## src/rtl/bas_pkg.sv

```systemverilog
package bas_pkg;

  localparam int unsigned BEAT_W = 2;

  typedef logic [BEAT_W-1:0] beat_t;

  typedef enum logic {
    ORD_LINEAR     = 1'b0,
    ORD_INTERLEAVE = 1'b1
  } order_e;

  // Low-address word for one beat of a burst.
  function automatic beat_t beat_word(input beat_t start, input beat_t cnt,
                                      input order_e ord);
    beat_t w;
    if (ord == ORD_INTERLEAVE) w = start ^ cnt;
    else                       w = start + cnt;
    return w;
  endfunction

endpackage

```

## src/rtl/bas_base_reg.sv

```systemverilog
module bas_base_reg #(
  parameter int unsigned ADDR_W = 17,
  parameter int unsigned LOW_W  = 2
) (
  input  logic                    clk,
  input  logic                    rst_n,
  input  logic                    load_en,
  input  logic [ADDR_W-1:0]       base_in,
  output logic [ADDR_W-LOW_W-1:0] upper_q,
  output logic [LOW_W-1:0]        start_q
);

  localparam int unsigned UP_W = ADDR_W - LOW_W;

  logic [UP_W-1:0]  upper_d;
  logic [LOW_W-1:0] start_d;

  // next state: capture on load, otherwise keep
  always_comb begin
    upper_d = upper_q;
    start_d = start_q;
    if (load_en) begin
      upper_d = base_in[ADDR_W-1:LOW_W];
      start_d = base_in[LOW_W-1:0];
    end
  end

  always_ff @(posedge clk or negedge rst_n) begin
    if (!rst_n) begin
      upper_q <= '0;
      start_q <= '0;
    end else begin
      upper_q <= upper_d;
      start_q <= start_d;
    end
  end

endmodule

```

## src/rtl/bas_beat_ctr.sv

```systemverilog
module bas_beat_ctr
  import bas_pkg::*;
(
  input  logic  clk,
  input  logic  rst_n,
  input  logic  load_en,
  input  logic  step_en,
  output beat_t cnt_q,
  output logic  wrap_q
);

  localparam beat_t LAST_BEAT = '1;

  beat_t cnt_d;
  logic  wrap_d;

  // load clears and wins over a step; idle holds both
  always_comb begin
    cnt_d  = cnt_q;
    wrap_d = wrap_q;
    if (load_en) begin
      cnt_d  = '0;
      wrap_d = 1'b0;
    end else if (step_en) begin
      cnt_d  = cnt_q + beat_t'(1);
      wrap_d = (cnt_q == LAST_BEAT);
    end
  end

  always_ff @(posedge clk or negedge rst_n) begin
    if (!rst_n) begin
      cnt_q  <= '0;
      wrap_q <= 1'b0;
    end else begin
      cnt_q  <= cnt_d;
      wrap_q <= wrap_d;
    end
  end

endmodule

```

## src/rtl/bas_order_map.sv

```systemverilog
module bas_order_map
  import bas_pkg::*;
(
  input  beat_t start_i,
  input  beat_t cnt_i,
  input  logic  order_i,
  output beat_t word_o
);

  order_e ord;

  always_comb begin
    ord    = order_e'(order_i);
    word_o = beat_word(start_i, cnt_i, ord);
  end

endmodule

```

## src/rtl/burst_addr_seq.sv

```systemverilog
module burst_addr_seq
  import bas_pkg::*;
#(
  parameter int unsigned ADDR_W = 17
) (
  input  logic              clk,
  input  logic              rst_n,
  input  logic              ld_proc_n,
  input  logic              ld_ctrl_n,
  input  logic              adv_n,
  input  logic              order_ilv,
  input  logic [ADDR_W-1:0] base_addr,
  output logic [ADDR_W-1:0] addr_o,
  output logic              wrap_o
);

  localparam int unsigned UP_W = ADDR_W - BEAT_W;

  logic            load_en;
  logic            step_en;
  logic [UP_W-1:0] upper_q;
  beat_t           start_q;
  beat_t           burst_cnt;
  beat_t           low_word;

  always_comb begin
    load_en = !ld_proc_n || !ld_ctrl_n;
    step_en = !adv_n;
  end

  bas_base_reg #(
    .ADDR_W (ADDR_W),
    .LOW_W  (BEAT_W)
  ) u_base (
    .clk     (clk),
    .rst_n   (rst_n),
    .load_en (load_en),
    .base_in (base_addr),
    .upper_q (upper_q),
    .start_q (start_q)
  );

  bas_beat_ctr u_ctr (
    .clk     (clk),
    .rst_n   (rst_n),
    .load_en (load_en),
    .step_en (step_en),
    .cnt_q   (burst_cnt),
    .wrap_q  (wrap_o)
  );

  bas_order_map u_map (
    .start_i (start_q),
    .cnt_i   (burst_cnt),
    .order_i (order_ilv),
    .word_o  (low_word)
  );

  always_comb addr_o = {upper_q, low_word};

endmodule

```

## config.mk

```make
export PLATFORM = sky130hd
export DESIGN_NAME = burst_addr_seq
export DESIGN_NICKNAME = d
export VERILOG_FILES = /design/src/rtl/bas_pkg.sv /design/src/rtl/bas_base_reg.sv /design/src/rtl/bas_beat_ctr.sv /design/src/rtl/bas_order_map.sv /design/src/rtl/burst_addr_seq.sv
export SDC_FILE = /design/constraint.sdc
export NUM_CORES = 1
export LEC_CHECK = 0
export ABC_AREA = 1
export BUFFER_PORTS_ARGS = -buffer_cell sky130_fd_sc_hd__clkbuf_2
export CORE_MARGIN = 2
export CORE_UTILIZATION = 45
export CTS_CLUSTER_DIAMETER = 50
export DETAILED_ROUTE_END_ITERATION = 8
export GPL_TIMING_DRIVEN = 0
export PLACE_DENSITY = 0.79
export RECOVER_POWER = 50
export SLEW_MARGIN = 20
export SYNTH_ARGS = -nofsm -noshare
export SYNTH_HDL_FRONTEND = slang
export SYNTH_SLANG_ARGS = --single-unit
export TNS_END_PERCENT = 50
```

## constraint.sdc

```tcl
create_clock -name clk -period 1.4 [get_ports clk]
set_clock_uncertainty 0.15 [all_clocks]
set_input_delay 0.14 -clock clk [delete_from_list [all_inputs] [get_ports clk]]
set_output_delay 0.14 -clock clk [all_outputs]
set_load 0.005 [all_outputs]
```

# == Word-level counts from Yosys, hierarchy flattened ==
# Cells that the tools add are included.
# word_totals
reg_bits,20
in_bits,23
out_inout_bits,18
word_cells,17
# classes
add_sub_neg,2
eq_ne,2
muxes,5
bitwise_logic,1
n_reduce_logical,3
# ops
operator,n
$mux W2,3
$add A2 B1 Y2 const B,1
$add A2 B2 Y2,1
$eq A2 B2 Y1 const B,1
$logic_not A1 Y1,2
$mux W1,2
$ne A2 B1 Y1 const B,1
$xor A2 B2 Y2,1
$logic_or A1 B1 Y1,1

# == Logic depth before layout (Yosys ltp) ==
# logic_depth
word_depth,3
mapped_depth,6
mapped_depth_nobuf,6

# == Modules after synthesis ==
# Synthesis repeated with hierarchy kept, for this count alone.
# unflattened
hier_cells,105
area_unflattened_um2,894.6
# modules_own_cells
module,n_inst,cells_per_inst,area_each_um2
bas_base_reg,1,72,680.7
bas_beat_ctr,1,16,138.9
bas_order_map,1,15,67.6
burst_addr_seq,1,2,7.5

# == Worst setup path after synthesis ==
# Ideal clock, no wire load.
# synth_path
path_kind,reg2out
from,reg u_ctr.cnt_q[0]
to,out addr_o[1]
arrival_time_ns,0.797
required_ns,1.110
path_slack_ns,0.313
stages_incl_launch_ff,7
path_cell_list,dfrtp_1 ha_1 inv_1 nor2_1 nand3_1 nand2_1 inv_1
# synth_via
elab_chain_len,2
# synth_rtl
element,line_no,source
from (decl),bas_beat_ctr.sv:8,"output beat_t cnt_q,"
from (signal assigned),bas_beat_ctr.sv:35,cnt_q <= cnt_d;
$add A2 B2 Y2,bas_pkg.sv:17,else w = start + cnt;
$mux W2,bas_pkg.sv:16,if (ord == ORD_INTERLEAVE) w = start ^ cnt;
to (decl),burst_addr_seq.sv:13,"output logic [ADDR_W-1:0] addr_o,"
# Every way passes these cells.

# == Final worst setup path ==
# Same ends and word-level chain as after synthesis.

==> results.toml <==
[outcome]
status = "complete, but fails checks"
violations = "negative setup slack"

[grt]
grt_pass1_vias = 931
antenna_found_initial = 0
grt_max_degree = 21
grt_pass1_wl_um = 4209
gr-total-overflow = 0
grt_use_total_pct = 22.79

[setup_path]
crit_path_max_incr_delay_ns = 0.43
r2r_end = "u_base.upper_q[6]$_DFFE_PN0N_"
critPathSlowestCell = "dfrtp_1"
cp_cell_sequence = "ha_4 > inv_2 > nor2_2 > nand3_1 > nand2_1 > inv_1 > clkbuf_2"
startpoint_type = "flop"
worstSetupEndpointType = "output pin"
path_depth = 7
crit_type = "reg2out"
path_delay_family = "flip-flops"
reg2reg_setup_slack_ns = 0.07
required_ns = 1.11
cp.arrival_ns = 1.25
worst-path-max-fanout = 2
rr_worst_depth = 3
critPathBufInv = 3
reg2reg_from = "u_base.upper_q[6]$_DFFE_PN0N_"

[min_path]
hold_start = "ld_proc_n"
hold_depth = 4
hold_end = "u_ctr.wrap_q$_DFFE_PN0P_"
hp-class = "in2reg"

[logic_synthesis]
synth_compound_area_share_pct = 2.857
synth_fa_ha_area_share_pct = 2.721
avgSynthCellArea_um2 = 8.928
ys_seq_area_share_pct = 54.42
yosysWarnings = 0
postSynthCellCount = 103
ys_types = 14
synthMuxAreaShare_pct = 0
syn_nets = 128
yosys.area_share.simple_pct = 29.66
synth_area_um2 = 919.6
synth_top_family_by_area = "simple AND/OR/NAND/NOR gates"
synth-xor-area-share_pct = 0.9524
synth_seq_cells = 20

[floorplanning]
die_h_um = 49.21
initial_core_util_pct = 47.36
row_count = 16
coreArea_um2 = 1942
dieWidth_um = 49.21
fp.dieArea_um2 = 2421
io_pins = 41

[cts]
h-tree-depth = 1
cts_root_buffer = "clkbuf_4"
cts_buffers = 3
cts_max_path_buffers = 2
clk_latency_ns = 0.30
path_clk_slew_ns = 0.12
cts.sinks = 20
tritoncts = "built"

[power]
p_int_mw = 0.9389
swShare_pct = 26.02
p_clk_share_pct = 26.6
leakage_nw = 0.8354
ir_worst_vdd_mv = 0.6805
power_mw = 1.269
power_density_nw_per_um2 = 851.0
p_switching_mw = 0.3303
p_comb_share_pct = 22.3
seq_power_share_pct = 51.1

[place]
place.gp.congestion = 0.7701
place_area_um2 = 1144
io_buffers = 38
pre_cts_ws_ns = 0.1378
placed_cells = 168
hpwl_um = 1434

[final_layout]
post-route-util_pct = 76.80
final_layout_size_suffix_gt1_share_pct = 33.91
design_area_um2 = 1491
finalNetCount = 200
final_cells = 201
antenna_cells = 0
area_growth_pct = 62.18

[timing]
drv_slew = 0
hold_slack_ns = 0.09079
period_needed_ns = 1.539
fin_ws_ns = -0.1389
max_freq_mhz = 649.8
setup_tns_ns = -0.1478
period_share_pct = 109.9
max_slew_margin_pct = 68.32
setup-violations-final = 2
rsz0062_at_grt = "true"
worstMarginPinSlew_ns = 0.4752
finalHoldViolCount = 0

[routing]
drt_iter0_drc = 20
viasPerCell = 4.721
wirelength_um = 2548
first_pass_iters = 4
ant_nets = 0
vias = 949
wl_per_cell_um = 12.68
drc_errors = 0

[run]
cap_violations = 0
tightest hold or removal path: cells and delay by family:
family / cells / cell delay (ns)
and+or+nand+nor: 1 / 0.07
AOI/OAI and AO/OA: 1 / 0.04
buffers and inverters: 2 / 0.26
routing by layer:
| metal | wire [um] | GRT usage [%] | part of all wire, % |
|---|---|---|---|
| met5 | 0 | 0 | 0 |
| met4 | 77 | 9.524 | 3.0 |
| met3 | 109 | 3.067 | 4.3 |
| met2 | 1429 | 42.57 | 56 |
| met1 | 931 | 25.54 | 37 |
worst max path at each step:
stage	from	to	slack [ns]
2_1_floorplan	u_ctr.cnt_q[0]$_DFFE_PN0P_	addr_o[1]	0.31
3_3_place_gp	u_ctr.cnt_q[0]$_DFFE_PN0P_	addr_o[1]	0.19
3_5_place_dp	u_ctr.cnt_q[0]$_DFFE_PN0P_	addr_o[1]	0.14
4_1_cts	u_base.start_q[0]$_DFFE_PN0N_	addr_o[1]	-0.15
5_1_grt	u_ctr.cnt_q[0]$_DFFE_PN0P_	addr_o[1]	-0.25
6_report	u_ctr.cnt_q[0]$_DFFE_PN0P_	addr_o[1]	-0.14
Yosys cell counts:
library cell / count / area (um^2)
a21oi_2: 2 / 17.52
buf_4: 2 / 15.01
buf_6: 4 / 45.04
clkbuf_1: 1 / 3.750
dfrtp_1: 20 / 500.5
ha_1: 2 / 25.02
inv_1: 6 / 22.52
nand2_1: 43 / 161.4
nand2_4: 1 / 11.26
nand3_1: 18 / 90.09
nor2_1: 1 / 3.750
nor2_2: 1 / 6.260
o21ai_2: 1 / 8.760
xor2_1: 1 / 8.760
cell families after synthesis:
kind of cell | after synthesis
AOI/OAI and AO/OA | 3
xor gates and xnor gates | 1
adders and majority gates | 2
buffers and inverters | 13
DFF | 20
and+or+nand+nor | 64
what timing repair did:
item,in CTS,in global routing
setup buffers,2,1
hold endpoints to repair,40,1
pin swaps,0,1
hold buffers,26,2
endpoints found under the setup margin,2,6
resized for setup,3,4
layout by cell type (no fill, tap or decap):
cell type,instances
nand2_1,43
clkbuf_2,38
dlygate4sd3_1,24
dfrtp_1,20
nand3_1,18
inv_1,5
buf_4,5
buf_6,4
clkbuf_4,3
dlymetal6s4s_1,3
nor2_2,2
a21oi_2,2
inv_2,1
nand2_4,1
xor2_1,1
o21ai_2,1
ha_4,1
ha_1,1
clkbuf_8,1
registers in the layout, summed over array words and instances (netlist names):
register,count
u_ctr.cnt_q,2
u_base.upper_q,15
u_base.start_q,2
u_ctr.wrap_q,1
power groups by stage:
stage	Clock, mW	Combinational (mW)	Sequential, mW
floorplan	0	0.0952	0.657
global placement	0	0.193	0.654
detailed placement	0	0.199	0.657
CTS	0.337	0.274	0.647
global route	0.372	0.314	0.654
finish	0.337	0.283	0.648
cell type report:
class	count	area [um^2]
fillers	150	450.4
clock buffers	4	36.28
multi-input cells	70	347.8
inverters	6	22.52
flip-flops and latches	20	500.5
plain buffers	6	60.06
repair buffers	68	490.5
well taps	27	33.78
Power figures use the tool's default switching activity.
